File: src/rtl/rsi_pkg.sv
`timescale 1ns/1ps
package rsi_pkg;
  localparam int DATA_W    = 32;
  localparam int IMM_W     = 16;
  localparam int OPC_W     = 6;
  localparam int IDX_W     = 5;
  localparam int KEEP_BIT  = 28;
  localparam int USE_BIT   = 27;
  localparam logic [OPC_W-1:0] SUB_OPC_BASE = 6'b001001;
  localparam logic [OPC_W-1:0] SUB_OPC_MASK = 6'b111001;
  localparam logic [OPC_W-1:0] PFX_OPC      = 6'b101100;

  typedef enum logic [1:0] {
    OP_OTHER = 2'd0,
    OP_SUB   = 2'd1,
    OP_PFX   = 2'd2
  } op_kind_e;

  typedef struct packed {
    logic [IDX_W-1:0]  idx;
    logic [DATA_W-1:0] data;
  } beat_t;
endpackage

File: src/rtl/rsi_decode.sv
`timescale 1ns/1ps
module rsi_decode
  import rsi_pkg::*;
#(
  parameter int W     = DATA_W,
  parameter int IW    = IMM_W,
  parameter int OW    = OPC_W,
  parameter int XW    = IDX_W
) (
  input  logic [W-1:0]  instr,
  output op_kind_e      kind,
  output logic          keep_c,
  output logic          use_c,
  output logic [XW-1:0] rd_idx,
  output logic [IW-1:0] imm_field
);
  localparam int OPC_LSB = W - OW;
  localparam int IDX_LSB = OPC_LSB - XW;
  localparam int SRC_W   = IDX_LSB - IW;

  logic [OW-1:0]    opc;
  logic [SRC_W-1:0] unused_src_field;

  assign opc              = instr[W-1:OPC_LSB];
  assign rd_idx           = instr[IDX_LSB +: XW];
  assign imm_field        = instr[IW-1:0];
  assign unused_src_field = instr[IW +: SRC_W];
  assign keep_c           = instr[KEEP_BIT];
  assign use_c            = instr[USE_BIT];

  always_comb begin
    if ((opc & SUB_OPC_MASK) == SUB_OPC_BASE) kind = OP_SUB;
    else if (opc == PFX_OPC)                  kind = OP_PFX;
    else                                      kind = OP_OTHER;
  end
endmodule

File: src/rtl/rsi_imm_unit.sv
`timescale 1ns/1ps
module rsi_imm_unit
  import rsi_pkg::*;
#(
  parameter int W  = DATA_W,
  parameter int IW = IMM_W
) (
  input  logic          clk,
  input  logic          rst,
  input  logic          accept,
  input  logic          is_pfx,
  input  logic [IW-1:0] imm_field,
  output logic [W-1:0]  imm_op,
  output logic          pend
);
  localparam int HI_W = W - IW;

  logic [HI_W-1:0] hi_q;
  logic [HI_W-1:0] hi_sel;

  always_ff @(posedge clk) begin
    if (rst) begin
      pend <= 1'b0;
      hi_q <= '0;
    end else if (accept) begin
      pend <= is_pfx;
      if (is_pfx) hi_q <= imm_field[HI_W-1:0];
    end
  end

  generate
    if (HI_W > 0) begin : g_widen
      always_comb begin
        if (pend) hi_sel = hi_q;
        else      hi_sel = {HI_W{imm_field[IW-1]}};
      end
    end
  endgenerate

  assign imm_op = {hi_sel, imm_field};
endmodule

File: src/rtl/rsi_rev_adder.sv
`timescale 1ns/1ps
module rsi_rev_adder #(
  parameter int W     = 32,
  parameter int SPLIT = 0
) (
  input  logic [W-1:0] imm_op,
  input  logic [W-1:0] reg_op,
  input  logic         cin,
  output logic [W-1:0] diff,
  output logic         cout
);
  localparam int LO_W = W / 2;
  localparam int HI_W = W - LO_W;

  logic [W-1:0] inv_reg;
  assign inv_reg = ~reg_op;

  generate
    if (SPLIT == 0) begin : g_flat
      logic [W:0] sum;
      assign sum  = {1'b0, imm_op} + {1'b0, inv_reg} + {{W{1'b0}}, cin};
      assign diff = sum[W-1:0];
      assign cout = sum[W];
    end else begin : g_halves
      logic [LO_W:0] lo_sum;
      logic [HI_W:0] hi_sum;
      assign lo_sum = {1'b0, imm_op[LO_W-1:0]} + {1'b0, inv_reg[LO_W-1:0]}
                    + {{LO_W{1'b0}}, cin};
      assign hi_sum = {1'b0, imm_op[W-1:LO_W]} + {1'b0, inv_reg[W-1:LO_W]}
                    + {{HI_W{1'b0}}, lo_sum[LO_W]};
      assign diff = {hi_sum[HI_W-1:0], lo_sum[LO_W-1:0]};
      assign cout = hi_sum[HI_W];
    end
  endgenerate
endmodule

File: src/rtl/rsi_carry_flag.sv
`timescale 1ns/1ps
module rsi_carry_flag (
  input  logic clk,
  input  logic rst,
  input  logic upd,
  input  logic nxt,
  output logic flag
);
  always_ff @(posedge clk) begin
    if (rst)      flag <= 1'b0;
    else if (upd) flag <= nxt;
  end
endmodule

File: src/rtl/rsi_exec.sv
`timescale 1ns/1ps
module rsi_exec
  import rsi_pkg::*;
#(
  parameter int W        = DATA_W,
  parameter int IW       = IMM_W,
  parameter int XW       = IDX_W,
  parameter int ADD_SPLIT = 0
) (
  input  logic          clk,
  input  logic          rst,
  input  logic          in_valid,
  output logic          in_ready,
  input  logic [W-1:0]  in_instr,
  input  logic [W-1:0]  in_ra,
  output logic          res_valid,
  input  logic          res_ready,
  output logic [XW-1:0] res_rd_idx,
  output logic [W-1:0]  res_data,
  output logic          carry_flag
);
  op_kind_e      kind;
  logic          keep_c;
  logic          use_c;
  logic [XW-1:0] rd_idx;
  logic [IW-1:0] imm_field;
  logic [W-1:0]  imm_op;
  logic          pfx_pend;
  logic [W-1:0]  diff;
  logic          cout;
  logic          cin;
  logic          accept;
  logic          acc_sub;
  beat_t         beat_q;

  rsi_decode #(.W(W), .IW(IW), .OW(OPC_W), .XW(XW)) u_dec (
    .instr     (in_instr),
    .kind      (kind),
    .keep_c    (keep_c),
    .use_c     (use_c),
    .rd_idx    (rd_idx),
    .imm_field (imm_field)
  );

  assign in_ready = !res_valid || res_ready;
  assign accept   = in_valid && in_ready;
  assign acc_sub  = accept && (kind == OP_SUB);

  rsi_imm_unit #(.W(W), .IW(IW)) u_imm (
    .clk       (clk),
    .rst       (rst),
    .accept    (accept),
    .is_pfx    (kind == OP_PFX),
    .imm_field (imm_field),
    .imm_op    (imm_op),
    .pend      (pfx_pend)
  );

  assign cin = use_c ? carry_flag : 1'b1;

  rsi_rev_adder #(.W(W), .SPLIT(ADD_SPLIT)) u_add (
    .imm_op (imm_op),
    .reg_op (in_ra),
    .cin    (cin),
    .diff   (diff),
    .cout   (cout)
  );

  rsi_carry_flag u_flag (
    .clk  (clk),
    .rst  (rst),
    .upd  (acc_sub && !keep_c),
    .nxt  (cout),
    .flag (carry_flag)
  );

  always_ff @(posedge clk) begin
    if (rst) begin
      res_valid <= 1'b0;
      beat_q    <= '0;
    end else begin
      if (accept)         res_valid <= acc_sub;
      else if (res_ready) res_valid <= 1'b0;
      if (acc_sub) begin
        beat_q.idx  <= rd_idx;
        beat_q.data <= diff;
      end
    end
  end

  assign res_rd_idx = beat_q.idx;
  assign res_data   = beat_q.data;
endmodule

File: config.mk
export PLATFORM = sky130hd
export DESIGN_NAME = rsi_exec
export DESIGN_NICKNAME = d
export VERILOG_FILES = /design/src/rtl/rsi_pkg.sv /design/src/rtl/rsi_decode.sv /design/src/rtl/rsi_imm_unit.sv /design/src/rtl/rsi_rev_adder.sv /design/src/rtl/rsi_carry_flag.sv /design/src/rtl/rsi_exec.sv
export SDC_FILE = /design/constraint.sdc
export NUM_CORES = 1
export LEC_CHECK = 0
export ABC_AREA = 1
export ABC_CLOCK_PERIOD_IN_PS = 2800
export CORE_MARGIN = 1.5
export CORE_UTILIZATION = 45
export DETAILED_ROUTE_END_ITERATION = 10
export DONT_BUFFER_PORTS = 1
export GPL_ROUTABILITY_DRIVEN = 0
export GPL_TIMING_DRIVEN = 0
export PLACE_DENSITY = 0.61
export SKIP_LAST_GASP = 1
export SLEW_MARGIN = 10
export SYNTH_ARGS = -nofsm -noshare
export SYNTH_HDL_FRONTEND = slang
export SYNTH_SLANG_ARGS = --single-unit
File: constraint.sdc
create_clock -name clk -period 2.8 [get_ports clk]
set_clock_uncertainty 0.15 [all_clocks]
set_input_delay 0.42 -clock clk [delete_from_list [all_inputs] [get_ports clk]]
set_output_delay 0.42 -clock clk [all_outputs]
set_load 0.1 [all_outputs]
Word-level counts from Yosys, hierarchy flattened

Index checks and enable logic that the tools add are counted.

Bits in registers: 56
Bits of input ports: 68
Output and inout bits: 40

Add/subtract/negate cells: 2
Equality and inequality tests: 4
Multiplexer cells: 6
Bitwise logic cells: 1
Reductions and logical operators: 8

Operator list:

| kind                 | number |
|---|---|
| $add A32 B32 Y33     | 1 |
| $add A33 B1 Y33      | 1 |
| $not A32 Y32         | 1 |
| $mux W16             | 1 |
| $eq A6 B6 Y1 const B | 1 |
| $eq A4 B2 Y1 const B | 1 |
| $mux W2              | 2 |
| $logic_and A1 B1 Y1  | 3 |
| $mux W1              | 3 |
| $eq A2 B1 Y1 const B | 1 |
| $eq A2 B2 Y1 const B | 1 |
| $logic_not A1 Y1     | 2 |
| $reduce_and A2 Y1    | 1 |
| $reduce_bool A2 Y1   | 1 |
| $logic_or A1 B1 Y1   | 1 |

Depth between registers and ports, before layout

Depth after elaboration: 6
Gate-level depth with buffers: 18

Modules after synthesis

From an unflattened synthesis, not the netlist that was laid out.

Cell total of the unflattened synthesis: 986
Area, all modules: 5480.3 um2

Modules (own cells, without submodules):

| module         | instances | cells an instance | area each (um2) |
|---|---|---|---|
| rsi_rev_adder  | 1         | 548               | 2570.0 |
| rsi_exec       | 1         | 257               | 1736.7 |
| rsi_imm_unit   | 1         | 142               | 918.4 |
| rsi_decode     | 1         | 32                | 210.2 |
| rsi_carry_flag | 1         | 7                 | 45.0 |

Worst setup path before layout

OpenSTA, ideal clock, no wires.

Path kind: register to register
From: register res_valid
To: register beat_q, in the netlist res_data[9]
Setup time: 0.115 ns
Arrival time: 2.708 ns
Setup slack: -0.173 ns
Stages on the path, launching flop included: 11
Path buffers: 1
Clock period less this slack: 2.973 ns
Path through: dfxtp_1 > nand2_1 > nand2_1 > inv_2 > nand2_2 > inv_2 > buf_4 > nor2_1 > nor2_1 > o21ai_0 > inv_1

Word-level cells in the longest chain between the ends: 4

RTL lines:

| what                   | line           | RTL |
|---|---|---|
| start, declared        | rsi_exec.sv:16 | `output logic res_valid,` |
| start signal, assigned | rsi_exec.sv:82 | `if (accept) res_valid <= acc_sub;` |
| $logic_not A1 Y1       | rsi_exec.sv:45 | `assign in_ready = !res_valid \|\| res_ready;` |
| $logic_or A1 B1 Y1     | rsi_exec.sv:45 |  |
| named net in_ready     | rsi_exec.sv:13 | `output logic in_ready,` |
| $logic_and A1 B1 Y1    | rsi_exec.sv:46 | `assign accept = in_valid && in_ready;` |
| $logic_and A1 B1 Y1    | rsi_exec.sv:47 | `assign acc_sub = accept && (kind == OP_SUB);` |
| end, declared          | rsi_exec.sv:34 | `beat_t beat_q;` |

The timed path passes the listed nets, and every way through them passes these cells.
A chain may end at the register's enable or synchronous reset.

Worst setup path after layout

From: register u_flag.flag
To: register beat_q, in the netlist res_data[24]

Word-level cells in the longest chain between the ends: 2

RTL lines:

| what                   | line                 | RTL |
|---|---|---|
| start, declared        | rsi_carry_flag.sv:7  | `output logic flag` |
| start signal, assigned | rsi_carry_flag.sv:11 | `else if (upd) flag <= nxt;` |
| $mux W1                | rsi_exec.sv:59       | `assign cin = use_c ? carry_flag : 1'b1;` |
| $add A33 B1 Y33        | rsi_rev_adder.sv:21  | `assign sum = {1'b0, imm_op} + {1'b0, inv_reg} + {{W{1'b0}}, cin};` |

Every way passes these cells.

==> run_results.csv <==
group,metric,value,unit
setup_path,cp_slowest_stage_delay,470,ps
route,vias,4888,
synthesis,ys_seq_area_share,23.12,%
synthesis,syn_nets,959,
floorplan,start_util,46.75,%
sta,fin_crit,2640,ps
sta,worst_pin_slew,1017,ps
sta,hold_viol_final,0,
grt,grt_pass1_vias,4742,
synthesis,synth_cells,858,
synthesis,yosys_warnings,0,
finish,final_nets,967,
run,maxCapViolCount,0,
setup_path,crit_family,"simple AND/OR/NAND/NOR gates",
setup_path,r2r_setup_slack,160,ps
setup_path,critPathSlowestCell,"dfxtp_4",
sta,layout_setup_ws,159.9,ps
grt,grt_antenna_before_repair,0,
min_path,hold_path.startpoint,"in_instr[21]",
setup_path,crit_buf_inv,3,
grt,busiest_layer,"met2",
setup_path,r2r-end,"res_data[24]",
setup_path,setup.worst_path.class,"register to register",
min_path,min_to,"res_rd_idx[0]",
cts,path_clk_slew,120,ps
setup_path,cp_data_required_time,2880,ps
setup_path,crit_start,"u_flag.flag",
pwr,power_density,389.2,nW/um2
route,firstDrtPassIters,6,
setup_path,r2r_cells,15,
synthesis,yosys.area.top_type,"dfxtp_1",
place,dp_slack,-213.4,ps
finish,final_util,50.07,%
sta,finalMaxSlewViolations,0,
setup_path,cp-end-kind,"register",
cts,htree_levels,2,
synthesis,syn_area,4848,um2
finish,area_delta_synth_final,7.097,%
outcome,outcome,"finished clean",
grt,track_usage,25.45,%
cts,cts_root_buffer,"clkbuf_8",
route,wl,14.10,mm
floorplan,std_cell_rows,37,
synthesis,postSynthAreaPerCell,5.651,um2
route,vias_per_cell,4.873,
place,dpl.hpwl,11.80,mm
cts,cts.path.max_buffers,2,
route,antenna_left,0,
min_path,hold_class,"primary input to register",
place,io_buffers,0,
route,drt_iter0_drc,245,
setup_path,cp-start-kind,"register",
pwr,power.leakage,0.003008,uW
synthesis,ys_ff_latch,56,
floorplan,die_x,106.8,um
synthesis,post-synth-top-area-fraction,23.12,%
route,drc_errors,0,
finish,layout-drive-gt1-share,8.997,%
grt,met3_usage,4.377,%
min_path,hold_depth,2,
floorplan,die_area,11410,um2
sta,worst_hold_slack,97.90,ps
sta,max_freq,378.8,MHz
cts,cts.sinks,56,
grt,grt_use_met2,45.01,%
grt,use_met1,29.34,%
sta,post-route-period-util,94.29,%
cts,cts_buffers,5,
sta,tns,0,ps
cts,ctsHoldBuffers,0,
floorplan,die_height,106.8,um
synthesis,yosys-top-cells-area,"dfxtp_1 23%, nand2_1 20%, inv_1 14%",
setup_path,r2r_start,"u_flag.flag",
floorplan,core-area,10370,um2
cts,cts_tree,"yes",
setup_path,path_max_fanout,3,
place,dp_cells,994,
grt,grt_overflow_total,0,
sta,setup_viol,0,
setup_path,path_cells,"or2_4 > fa_2 > inv_1 > fa_2 > inv_1 > nand3_1 > nand3_2 > nand2_2 > nand2_2 > nand2_2 > nand3_1 > nand2_1 > nand3_1 > nand2_1 > inv_1",
cts,insertion_delay,330,ps
route,detail_route.wl_per_cell,14.05,um
pwr,ir_drop,205.9,uV
finish,instances_no_fill,1003,
setup_path,critical_path_arrival,2720,ps
sta,maxSlewHeadroom,32.12,%
synthesis,ys_types,34,
floorplan,ios,108,
grt,grt_pass1_wl,22.44,mm
grt,grt_start_max_net_pins,20,
finish,diodes,0,
-- worst max-delay path by stage --
stage / end / slack [ps] / cells past startpoint
global route: res_data[24] / -2 / 15
finish: res_data[24] / 160 / 15
global placement: res_data[26] / -190 / 10
CTS: res_data[24] / 6 / 15
floorplan: res_data[9] / 150 / 10
detailed placement: res_data[30] / -210 / 10
-- report_power, final --
group | total [uW] | switching [uW] | leakage (uW) | internal (uW)
Clock | 483 | 299 | 0.0000487 | 183
Sequential | 905 | 96.0 | 0.000454 | 809
Combinational | 633 | 420 | 0.00250 | 213
Total | 2020 | 815 | 0.00301 | 1210
-- stage by stage --
stage / total power (uW) / instance area [um2]
floorplan: 1390 / 4852
global placement: 1527 / 5022
detailed placement: 1534 / 5022
CTS: 2018 / 5121
global route: 2163 / 5192
finish: 2021 / 5192
-- registers in the layout, indices dropped and copies added, names as in the netlist --
signal / flops
res_data: 32
u_imm.pend: 1
res_rd_idx: 5
u_imm.hi_q: 16
u_flag.flag: 1
res_valid: 1
-- final cells by class --
type / instances / area, um2
Inverter: 187 / 701.9
Buffer: 17 / 95.09
Timing Repair Buffer: 2 / 15.01
Sequential cell: 56 / 1127
Fill cell: 1191 / 5177
Multi-Input combinational cell: 597 / 2988
Clock buffer: 5 / 68.82
Tap cell: 136 / 170.2
Clock inverter: 3 / 26.28
-- cells in the final DEF (no fill, tap or decap), types with 2 or more instances in the layout --
cell type / instances
clkinv_4: 2
nand3_2: 7
a21oi_1: 27
inv_1: 181
nand2_2: 19
inv_2: 5
o21bai_1: 3
nand3_1: 35
nor2_2: 6
o21ai_1: 3
nor3_1: 3
nor2_4: 2
fa_2: 2
a21oi_2: 4
ha_2: 3
clkbuf_8: 5
dfxtp_2: 2
nand2_1: 254
clkbuf_1: 7
dfxtp_1: 53
buf_4: 4
nand4_1: 4
xnor2_1: 3
buf_6: 2
xor2_1: 10
nor2_1: 135
ha_1: 28
buf_2: 4
o21ai_0: 38
nor3_2: 4
-- synth_stat cells --
| cell | number |
|---|---|
| ha_1 | 31 |
| o21ai_1 | 3 |
| nand3_1 | 37 |
| a21oi_2 | 2 |
| buf_2 | 4 |
| nand3_2 | 6 |
| nand4_1 | 4 |
| nor2_4 | 2 |
| a211oi_2 | 1 |
| nor2_2 | 5 |
| o211ai_1 | 1 |
| or2_2 | 1 |
| inv_2 | 5 |
| xor2_1 | 10 |
| a21oi_1 | 29 |
| dfxtp_1 | 56 |
| o21bai_2 | 1 |
| buf_4 | 2 |
| nor3_1 | 3 |
| inv_1 | 181 |
| and2_1 | 1 |
| o21ai_0 | 38 |
| nor3_2 | 4 |
| buf_6 | 2 |
| nor2_1 | 136 |
| a21o_1 | 1 |
| o21bai_1 | 3 |
| nand2_1 | 260 |
| nand2_2 | 13 |
| clkinv_1 | 1 |
| clkbuf_1 | 9 |
| buf_1 | 1 |
| xnor2_1 | 3 |
| fa_1 | 2 |
-- worst register-to-register path, stage by stage, from the launching register on --
cell     delay, ps
dfxtp_4        470
or2_4          290
fa_2           400
inv_1           80
fa_2           220
inv_1           80
nand3_1         90
nand3_2        120
nand2_2        100
nand2_2         80
nand2_2         80
nand3_1        110
nand2_1         70
nand3_1        100
nand2_1         80
inv_1           30
-- routing by layer --
metal	vias up	wire (um)
met3	42	805
li1	2588	-
met1	2129	5943
met5	-	0
met4	0	645
met2	129	6700
-- repair_timing --
| item | CTS | global route |
|---|---|---|
| endpoints found under the setup margin | 51 | 15 |
| resized for setup | 4 | 19 |
| setup buffers | 0 | 2 |
| pin swaps | 0 | 1 |
-- cells by family (layout without fill, tap and decap cells) --
group / after synthesis / count (layout) / share of synthesized area (%)
flops: 56 / 56 / 23.12
xor+xnor: 13 / 13 / 2.348
simple gates: 472 / 472 / 40.41
fa+ha+maj: 33 / 33 / 8.826
compound gates: 79 / 79 / 8.852
buf+inv: 205 / 214 / 16.44
(Power assumes the default switching activity.)
